### src/rtl/wdt_pkg.sv
package wdt_pkg;
    localparam int ADDR_W = 4;
    localparam int DATA_W = 32;

    // word selected by bus_addr_i[3:2]
    typedef enum logic [1:0] {
        REG_CMD  = 2'd0,
        REG_MODE = 2'd1,
        REG_STAT = 2'd2,
        REG_CNT  = 2'd3
    } reg_sel_e;

    localparam logic [7:0] RESTART_KEY = 8'hA5;
    localparam int KEY_LSB       = 24;
    localparam int CMD_GO_BIT    = 0;
    localparam int MODE_RST_BIT  = 12;
    localparam int MODE_DBG_BIT  = 13;
    localparam int MODE_OFF_BIT  = 14;
    localparam int MODE_WIN_LSB  = 16;
    localparam int STAT_UF_BIT   = 0;
    localparam int STAT_WERR_BIT = 1;
endpackage

### src/rtl/wdt_prescaler.sv
module wdt_prescaler #(
    parameter int DIV = 128
) (
    input  logic clk,
    input  logic rst_n,
    input  logic slow_tick_i,
    input  logic run_i,
    input  logic clr_i,
    output logic tick_o
);
    localparam int PW = (DIV > 2) ? $clog2(DIV) : 1;
    localparam logic [PW-1:0] LAST = PW'(DIV - 1);

    logic [PW-1:0] pre_d, pre_q;

    always_comb begin
        pre_d  = pre_q;
        tick_o = run_i && slow_tick_i && (pre_q == LAST);
        if (clr_i) begin
            pre_d = '0;
        end else if (run_i && slow_tick_i) begin
            pre_d = (pre_q == LAST) ? '0 : pre_q + 1'b1;
        end
    end

    always_ff @(posedge clk or negedge rst_n) begin
        if (!rst_n) pre_q <= '0;
        else        pre_q <= pre_d;
    end
endmodule

### src/rtl/wdt_bus_decode.sv
module wdt_bus_decode
    import wdt_pkg::*;
(
    input  logic              wr_i,
    input  logic              rd_i,
    input  logic [ADDR_W-1:0] addr_i,
    input  logic [DATA_W-1:0] wdata_i,
    output reg_sel_e          sel_o,
    output logic              mode_wr_o,
    output logic              restart_o,
    output logic              stat_rd_o
);
    always_comb begin
        sel_o     = reg_sel_e'(addr_i[3:2]);
        mode_wr_o = wr_i && (sel_o == REG_MODE);
        restart_o = wr_i && (sel_o == REG_CMD)
                    && wdata_i[CMD_GO_BIT]
                    && (wdata_i[KEY_LSB +: 8] == RESTART_KEY);
        stat_rd_o = rd_i && (sel_o == REG_STAT);
    end
endmodule

### src/rtl/wdt_window_top.sv
module wdt_window_top
    import wdt_pkg::*;
#(
    parameter int CNT_W = 12,
    parameter int DIV   = 128
) (
    input  logic              clk,
    input  logic              rst_n,
    input  logic              bus_wr_i,
    input  logic              bus_rd_i,
    input  logic [ADDR_W-1:0] bus_addr_i,
    input  logic [DATA_W-1:0] bus_wdata_i,
    output logic [DATA_W-1:0] bus_rdata_o,
    output logic              bus_rvalid_o,
    input  logic              slow_tick_i,
    input  logic              dbg_halt_i,
    output logic              wdt_rst_o,
    output logic              wdt_irq_o
);
    typedef struct packed {
        logic [CNT_W-1:0]  reload;
        logic [CNT_W-1:0]  delta;
        logic              rst_en;
        logic              dbg_en;
        logic              off;
        logic              locked;
        logic [CNT_W-1:0]  cnt;
        logic              uf;
        logic              werr;
        logic              rst_pls;
        logic [DATA_W-1:0] rdata;
        logic              rvalid;
    } state_t;

    state_t   s_d, s_q;
    reg_sel_e sel;
    logic     mode_wr, restart, stat_rd;
    logic     tick, run, pre_clr;
    logic     mode_take, restart_ok, win_err, uf_evt;

    wdt_bus_decode u_dec (
        .wr_i      (bus_wr_i),
        .rd_i      (bus_rd_i),
        .addr_i    (bus_addr_i),
        .wdata_i   (bus_wdata_i),
        .sel_o     (sel),
        .mode_wr_o (mode_wr),
        .restart_o (restart),
        .stat_rd_o (stat_rd)
    );

    wdt_prescaler #(.DIV(DIV)) u_pre (
        .clk         (clk),
        .rst_n       (rst_n),
        .slow_tick_i (slow_tick_i),
        .run_i       (run),
        .clr_i       (pre_clr),
        .tick_o      (tick)
    );

    always_comb begin
        run        = !s_q.off && !(s_q.dbg_en && dbg_halt_i);
        mode_take  = mode_wr && !s_q.locked;
        restart_ok = restart && !s_q.off && (s_q.cnt <= s_q.delta);
        win_err    = restart && !s_q.off && (s_q.cnt > s_q.delta);
        // an accepted restart outranks the underflow tick
        uf_evt     = tick && (s_q.cnt == '0) && !restart_ok;
        pre_clr    = mode_take || restart_ok;

        s_d         = s_q;
        s_d.rst_pls = (uf_evt || win_err) && s_q.rst_en;
        s_d.rvalid  = bus_rd_i;
        s_d.rdata   = '0;

        if (bus_rd_i) begin
            unique case (sel)
                REG_MODE: begin
                    s_d.rdata[CNT_W-1:0]                 = s_q.reload;
                    s_d.rdata[MODE_WIN_LSB +: CNT_W]     = s_q.delta;
                    s_d.rdata[MODE_RST_BIT]              = s_q.rst_en;
                    s_d.rdata[MODE_DBG_BIT]              = s_q.dbg_en;
                    s_d.rdata[MODE_OFF_BIT]              = s_q.off;
                end
                REG_STAT: begin
                    s_d.rdata[STAT_UF_BIT]   = s_q.uf;
                    s_d.rdata[STAT_WERR_BIT] = s_q.werr;
                end
                REG_CNT:  s_d.rdata[CNT_W-1:0] = s_q.cnt;
                default:  s_d.rdata = '0;
            endcase
        end

        if (mode_take) begin
            s_d.reload = bus_wdata_i[CNT_W-1:0];
            s_d.delta  = bus_wdata_i[MODE_WIN_LSB +: CNT_W];
            s_d.rst_en = bus_wdata_i[MODE_RST_BIT];
            s_d.dbg_en = bus_wdata_i[MODE_DBG_BIT];
            s_d.off    = bus_wdata_i[MODE_OFF_BIT];
            s_d.locked = 1'b1;
            s_d.cnt    = bus_wdata_i[CNT_W-1:0];
        end else if (restart_ok) begin
            s_d.cnt = s_q.reload;
        end else if (tick) begin
            s_d.cnt = (s_q.cnt == '0) ? s_q.reload : s_q.cnt - 1'b1;
        end

        // clear on read first, so a flag set in the same cycle survives
        if (stat_rd) begin
            s_d.uf   = 1'b0;
            s_d.werr = 1'b0;
        end
        if (uf_evt)  s_d.uf   = 1'b1;
        if (win_err) s_d.werr = 1'b1;
    end

    always_ff @(posedge clk or negedge rst_n) begin
        if (!rst_n) begin
            s_q        <= '0;
            s_q.reload <= '1;
            s_q.delta  <= '1;
            s_q.rst_en <= 1'b1;
            s_q.cnt    <= '1;
        end else begin
            s_q <= s_d;
        end
    end

    assign bus_rdata_o  = s_q.rdata;
    assign bus_rvalid_o = s_q.rvalid;
    assign wdt_rst_o    = s_q.rst_pls;
    assign wdt_irq_o    = s_q.uf || s_q.werr;
endmodule

### config.mk
export PLATFORM = sky130hd
export DESIGN_NAME = wdt_window_top
export DESIGN_NICKNAME = d
export VERILOG_FILES = /design/src/rtl/wdt_pkg.sv /design/src/rtl/wdt_prescaler.sv /design/src/rtl/wdt_bus_decode.sv /design/src/rtl/wdt_window_top.sv
export SDC_FILE = /design/constraint.sdc
export NUM_CORES = 1
export LEC_CHECK = 0
export ABC_AREA = 1
export BUFFER_PORTS_ARGS = -buffer_cell sky130_fd_sc_hd__buf_2
export CAP_MARGIN = 10
export CORE_UTILIZATION = 50
export DETAILED_ROUTE_END_ITERATION = 7
export PLACE_DENSITY = 0.84
export SYNTH_ARGS = -nofsm -noshare
export SYNTH_HDL_FRONTEND = slang
export SYNTH_HIERARCHICAL = 1
export SYNTH_SLANG_ARGS = --single-unit
### constraint.sdc
create_clock -name clk -period 3.8 [get_ports clk]
set_clock_uncertainty 0.15 [all_clocks]
set_input_delay 0.38 -clock clk [delete_from_list [all_inputs] [get_ports clk]]
set_output_delay 0.38 -clock clk [all_outputs]
set_load 0.01 [all_outputs]
==> results.toml, run 1 <==
[run_status]
status = "completed"

[logic_synthesis]
netlist_area_sq_mm = 0.00435
yosysSeqAreaShare_pct = 45.9
ys_types = 36
syn_inst = 534
yosysWarnings = 6
synth-edff-count = 0
synth_ff_type = "dfrtp_1"
async_flop_share_pct = 100
ys_ff_latch = 78
avgSynthCellArea_sq_um = 8.15

[detailed_routing]
avgRoutedWirePerCell_um = 14.2
post-route-drc-count = 0
ant_nets = 0
drt_wl_total_um = 9620
via_per_inst = 5.23
drt_iter0_markers = 253
routed-via-count = 3555
dr.pass1.iters = 5

[place]
dp.cells = 664
numPortBuffers = 68
routabilityCongestion = 0.904
place_hpwl_um = 6800

[global_routing]
grt_max_degree = 79
grt_pass1_vias = 3442
grt_pass1_wl_um = 15800
grt_antenna_before_repair = 0
track_usage_pct = 23.2
grt_overflow = 0

[floorplanning]
dieArea_sq_mm = 0.00909
die_h_um = 95.3
ioPinCount = 77
initial_utilization_pct = 52.2
core-area_sq_mm = 0.00834
die_w_um = 95.3
row_count = 33

[clock_tree]
cts_setup_buffers = 0
cts_hold_buf = 0
cts_resized = 0
clock_latency_ns = 0.36
htreeDepth = 3
cts_made_buffers = 9
path_clk_slew_ns = 0.09
clock_sinks = 78
clk_path_buf_depth = 2
cts_root_buf = "clkbuf_8"
cts_tree = "built"

[hold_path]
hp-class = "in2async"

[critical_path]
critPathKind = "reg2reg"
setup.worst_path.end_class = "flop"
cp.required_ns = 3.90
cp-start-kind = "flop"
crit_path_max_fanout = 32
crit_arrival_ns = 2.83

[finish]
final_cells = 680
multi_input_area_sq_mm = 0.00177
n_antenna_cell = 0
final_cell_mix = "128 x nand2_1, 67 x buf_2, 64 x inv_1"
final_nets = 627
area_delta_synth_final_pct = 8.53
final-seq-area_sq_mm = 0.00200
final_common_cell = "nand2_1"
fillCellCount = 759
drive_gt1_share_pct = 26.1

[timing]
finalSetupViolations = 0
finalHoldViolCount = 0
grt_setup_unrepaired = "false"
tightestPinTransition_ns = 0.991
max_freq_ghz = 0.366
final.min_clock_period_ns = 2.73
max_slew_margin_pct = 34.0
slew_viol_final = 0
period_share_pct = 71.8
setup_tns_ns = 0

[power]
p_int_w = 0.00171
power_per_cell_area_mw_per_mm2 = 570
p_clk_share_pct = 23.6
ir_worst_vdd_v = 0.000256
comb_power_share_pct = 30.4
p_switching_w = 0.000983
p_sw_share_pct = 36.5
leakage_nw = 2.50
p_seq_share_pct = 45.9

[flow_run]
cap_violations = 0
-- layer usage --
layer | wire length, um | track usage [%] | part of all wire, % | vias to the layer above
met1 | 4090 | 29.8 | 42 | 1678
li1 | - | - | - | 1728
met5 | 0 | 0 | 0 | -
met3 | 569 | 3.67 | 5.9 | 19
met4 | 228 | 11.1 | 2.4 | 0
met2 | 4740 | 38.0 | 49 | 130
-- registers in the layout, indices dropped and copies added (netlist names) --
signal	flops
wdt_rst_o	1
bus_rdata_o	27
s_q	42
u_pre/pre_q	7
bus_rvalid_o	1
-- synthesized netlist by cell type, drive strengths merged (5+ instances only) --
master	number	share of area, %
xor2	9	1.8
buf	43	7.4
nor3	5	0.69
dfstp	37	22
a21boi	8	1.4
nand4	9	1.4
a21oi	17	2.0
inv	67	5.8
nor2	59	5.6
o21ai	35	4.1
nand3	28	3.4
dfrtp	41	24
clkbuf	6	0.52
ha	15	4.3
nand2	137	13
o32ai	9	1.8
-- through the flow --
step	cell area, sq um	total power (W)	setup WS (ns)	hold slack (ns)	utilization, %
after detailed placement	4520	0.00206	1.11	0.339	54.2
after CTS	4730	0.00271	1.10	0.0568	56.7
after global placement	4520	0.00200	1.16	0.335	54.2
after global routing	4730	0.00289	0.837	0.0519	56.7
after floorplan	4370	0.00185	1.43	-0.0656	-
final	4730	0.00269	1.07	0.00233	56.7
-- critical path: stages, from the launching register on --
cell and delay [ns]:
dfstp_2 0.52, inv_1 0.06, ha_1 0.29, a21oi_1 0.18
nor2_1 0.06, nor2_1 0.14, nand3_2 0.11, nand2_4 0.15
nand2_4 0.22, nand2_1 0.16, inv_1 0.09, nand2_2 0.13
nand3_2 0.10, nor2_2 0.11, nand2_1 0.06, nand2_1 0.05
nor2_1 0.04
-- power by group through the flow --
stage                     combinational [W]  clock, W  sequential [W]
after global routing               0.000935  0.000689         0.00126
final                              0.000820  0.000636         0.00124
after CTS                          0.000818  0.000651         0.00124
after global placement             0.000759         0         0.00124
after detailed placement           0.000808         0         0.00125
after floorplan                    0.000643         0         0.00120
-- area by class of cell --
type                    count  share of cell area (%)
flip-flops and latches     78                    42.3
multi-input cells         342                    37.5
repair buffers             70                    7.57
inverters                  69                    5.51
well taps                 105                    2.78
clock buffers               9                    2.62
clock inverters             7                    1.69
-- path summary, 6_finish.rpt --
kind	from	end	slack, ns	cells past startpoint
max reg2reg	s_q[61]	u_pre/pre_q[5]	1.07	16
max	s_q[61]	u_pre/pre_q[5]	1.07	16
min	rst_n	wdt_rst_o	0.002	1
min in group clk	bus_rd_i	bus_rvalid_o	0.06	1
max in group asynchronous	rst_n	bus_rdata_o[16]	2.83	1
min reg2reg	s_q[51]	wdt_rst_o	0.35	2
-- logic make-up (layout without fill, tap and decap cells) --
logic type      Yosys count  in the layout  synth area share, %
simple gates            239            239                 23.9
buf+inv                 118            155                 13.9
flops                    78             78                 45.9
compound gates           74             74                 10.1
fa+ha+maj                15             15                 4.31
xor+xnor                  9              9                 1.81
other cells               1              5               0.0861
Power figures use the tool's default switching activity.
==> run 2, diff against run 1 <==
--- a/config.mk
+++ b/config.mk
@@ -5,7 +5,7 @@
 export SDC_FILE = /design/constraint.sdc
 export NUM_CORES = 1
 export LEC_CHECK = 0
-export ABC_AREA = 1
+export ABC_AREA = 0
 export BUFFER_PORTS_ARGS = -buffer_cell sky130_fd_sc_hd__buf_2
 export CAP_MARGIN = 10
 export CORE_UTILIZATION = 50
==> constraint.sdc (replaced) <==
create_clock -name clk -period 2.73 [get_ports clk]
set_clock_uncertainty 0.15 [all_clocks]
set_input_delay 0.273 -clock clk [delete_from_list [all_inputs] [get_ports clk]]
set_output_delay 0.273 -clock clk [all_outputs]
set_load 0.01 [all_outputs]
==> run 2 against run 1 <==
Count of clock-buffer cells in the layout increased by 3. Hold slack improved by 0.010 ns. Cell count decreased by 11%. Combinational power increased by 27%. Core utilization increased by 5.3 points. Clock power increased by 38%. Largest power group unchanged. Sequential share of layout area decreased by 1.2 points. Wire length decreased by 5.4%. Global-route usage decreased by 0.69 points.
==> results.toml, run 2 <==
[timing]
period_share_pct = 96.0
slew_viol_final = 0
max_freq_ghz = 0.382
final.min_clock_period_ns = 2.62
finalHoldViolCount = 0
tightestPinTransition_ns = 0.960
max_slew_margin_pct = 36.0
finalSetupViolations = 0

[logic_synthesis]
ys_types = 57
yosys-top-cells-area = "dfrtp_1 25%, dfstp_2 24%, nand2_1 6.3%, buf_4 6.2%, ha_1 4.6%"
yosysSeqAreaShare_pct = 48.5
synth-edff-count = 0
netlist_area_sq_mm = 0.00412
avgSynthCellArea_sq_um = 9.70
yosysMostFrequentCell = "nand2_1"
synth_top_area_cell = "dfrtp_1"
syn_inst = 425
synth_ff_type = "dfrtp_1"
ys_ff_latch = 78
yosysTopAreaCellShare_pct = 24.9
async_flop_share_pct = 100
ys_top_cells_by_count = "69 x nand2_1, 41 x dfrtp_1, 37 x dfstp_2, 34 x buf_4, 24 x nor2_1"
yosysWarnings = 6

[floorplanning]
die_w_um = 92.8
dieArea_sq_mm = 0.00861
initial_utilization_pct = 52.5
die_h_um = 92.8
row_count = 32
core-area_sq_mm = 0.00785
ioPinCount = 77

[detailed_routing]
dr.pass1.iters = 6
via_per_inst = 5.44
avgRoutedWirePerCell_um = 15.1
drt_iter0_markers = 248
drt_wl_total_um = 9110
routed-via-count = 3290
ant_nets = 0
post-route-drc-count = 0

[finish]
final_common_cell = "nand2_1"
max_flop_register = "s_q"
final_nets = 555
final_core_util_pct = 61.9
final_cell_mix = "69 x nand2_1, 67 x buf_2, 41 x dfrtp_1"
n_antenna_cell = 0
drive_gt1_share_pct = 30.8
area_delta_synth_final_pct = 17.9
postLayoutCellArea_sq_mm = 0.00486
largest_reg_flops = 42

[place]
routabilityCongestion = 0.851
numPortBuffers = 68
post_dp_cell_area_sq_mm = 0.00442
place_hpwl_um = 6360

[flow_run]
cap_violations = 0

[critical_path]
cp_cell_sequence = "inv_1 > ha_1 > nor2b_1 > o211ai_1 > a211o_1 > a31oi_4 > o21ai_2 > a21oi_2 > or4_1 > a21oi_1"
critPathKind = "reg2reg"
startpoint = "s_q[53]"
cp.required_ns = 2.86
cp-start-kind = "flop"
crit_path_max_fanout = 5
crit_family = "compound AO/OA/AOI/OAI gates"
setup.worst_path.end_class = "flop"
timing.rr.start = "s_q[53]"
reg2reg_depth = 10
slowest_stage = "dfstp_2"
max_stage_delay_ns = 0.53
crit_buf_inv = 1
cp_num_cells = 10
crit_arrival_ns = 2.75

[clock_tree]
clock_sinks = 78
cts_tree = "built"
clock_latency_ns = 0.34
htreeDepth = 3
cts_root_buf = "clkbuf_8"
path_clk_slew_ns = 0.08
cts_made_buffers = 9
clk_path_buf_depth = 2

[hold_path]
hold_depth = 3
hold_start = "bus_wdata_i[18]"
hp-class = "in2reg"

[power]
ir_worst_vdd_v = 0.000275
leakage_nw = 2.36
power_per_cell_area_mw_per_mm2 = 741

[global_routing]
grt_max_degree = 79
grt_pass1_vias = 3308
grt_pass1_wl_um = 15100
track_usage_pct = 22.5
grt_antenna_before_repair = 0
grt_overflow = 0

[run_status]
status = "completed"
## run 2: stage by stage
step | total power [W] | hold slack, ns | setup TNS (ns) | setup slack [ns] | std cells
after detailed placement | 0.00268 | 0.303 | 0 | 0.0350 | 567
after global routing | 0.00384 | 0.00745 | -0.0282 | -0.0282 | 605
after CTS | 0.00360 | 0.00166 | 0 | 0.0224 | 604
after floorplan | 0.00237 | -0.173 | 0 | 0.0685 | 429
after global placement | 0.00262 | 0.299 | 0 | 0.0736 | 567
final | 0.00360 | 0.0125 | 0 | 0.109 | 605
## run 2: routing by layer
layer | vias to the layer above | global-route usage (%) | routed length (um)
li1 | 1574 | - | -
met1 | 1554 | 28.5 | 3940
met2 | 142 | 36.9 | 4340
met3 | 20 | 4.35 | 620
met4 | 0 | 10.3 | 204
met5 | - | 0 | 0
## run 2: repair_timing
item,in CTS,in global routing
resized for setup,0,4
setup buffers,0,1
setup endpoints to repair,0,13
endpoints found under the hold margin,61,0
hold buffers,21,0
## run 2: cells by family (layout without fill, tap and decap cells)
logic type / Yosys count / after routing / synth area share, %
and+or+nand+nor: 157 / 157 / 19.8
AOI/OAI and AO/OA: 85 / 85 / 12.5
DFF: 78 / 78 / 48.5
buffers and inverters: 67 / 141 / 9.44
adders and majority gates: 15 / 15 / 4.55
muxes: 14 / 14 / 3.43
xor gates and xnor gates: 8 / 8 / 1.70
other: 1 / 5 / 0.0910
## run 2: cell type report
class	instances	area [sq um]
Clock buffer	12	155
Clock inverter	4	45.0
Fill cell	655	2990
Inverter	18	67.6
Multi-Input combinational cell	284	1780
Sequential cell	78	2000
Tap cell	102	128
Timing Repair Buffer	107	688
## run 2: path summary, 6_finish.rpt
kind | slack [ns] | end
worst max-delay path | 0.11 | u_pre/pre_q[5]
worst min-delay path | 0.01 | s_q[54]
worst max register to register | 0.11 | u_pre/pre_q[5]
worst min register to register | 0.31 | s_q[69]
max in group asynchronous | 1.34 | bus_rdata_o[23]
min in group asynchronous | 0.46 | bus_rdata_o[5]
## run 2: power breakdown
group          switching (W)  total [W]  internal (W)
Sequential          0.000196    0.00169       0.00149
Combinational       0.000568    0.00104      0.000471
Clock               0.000409   0.000878      0.000469
## run 2: tightest hold or removal path, cell delays in order
cell	delay (ns)
buf_2	0.08
nand2_1	0.05
o21ai_0	0.07
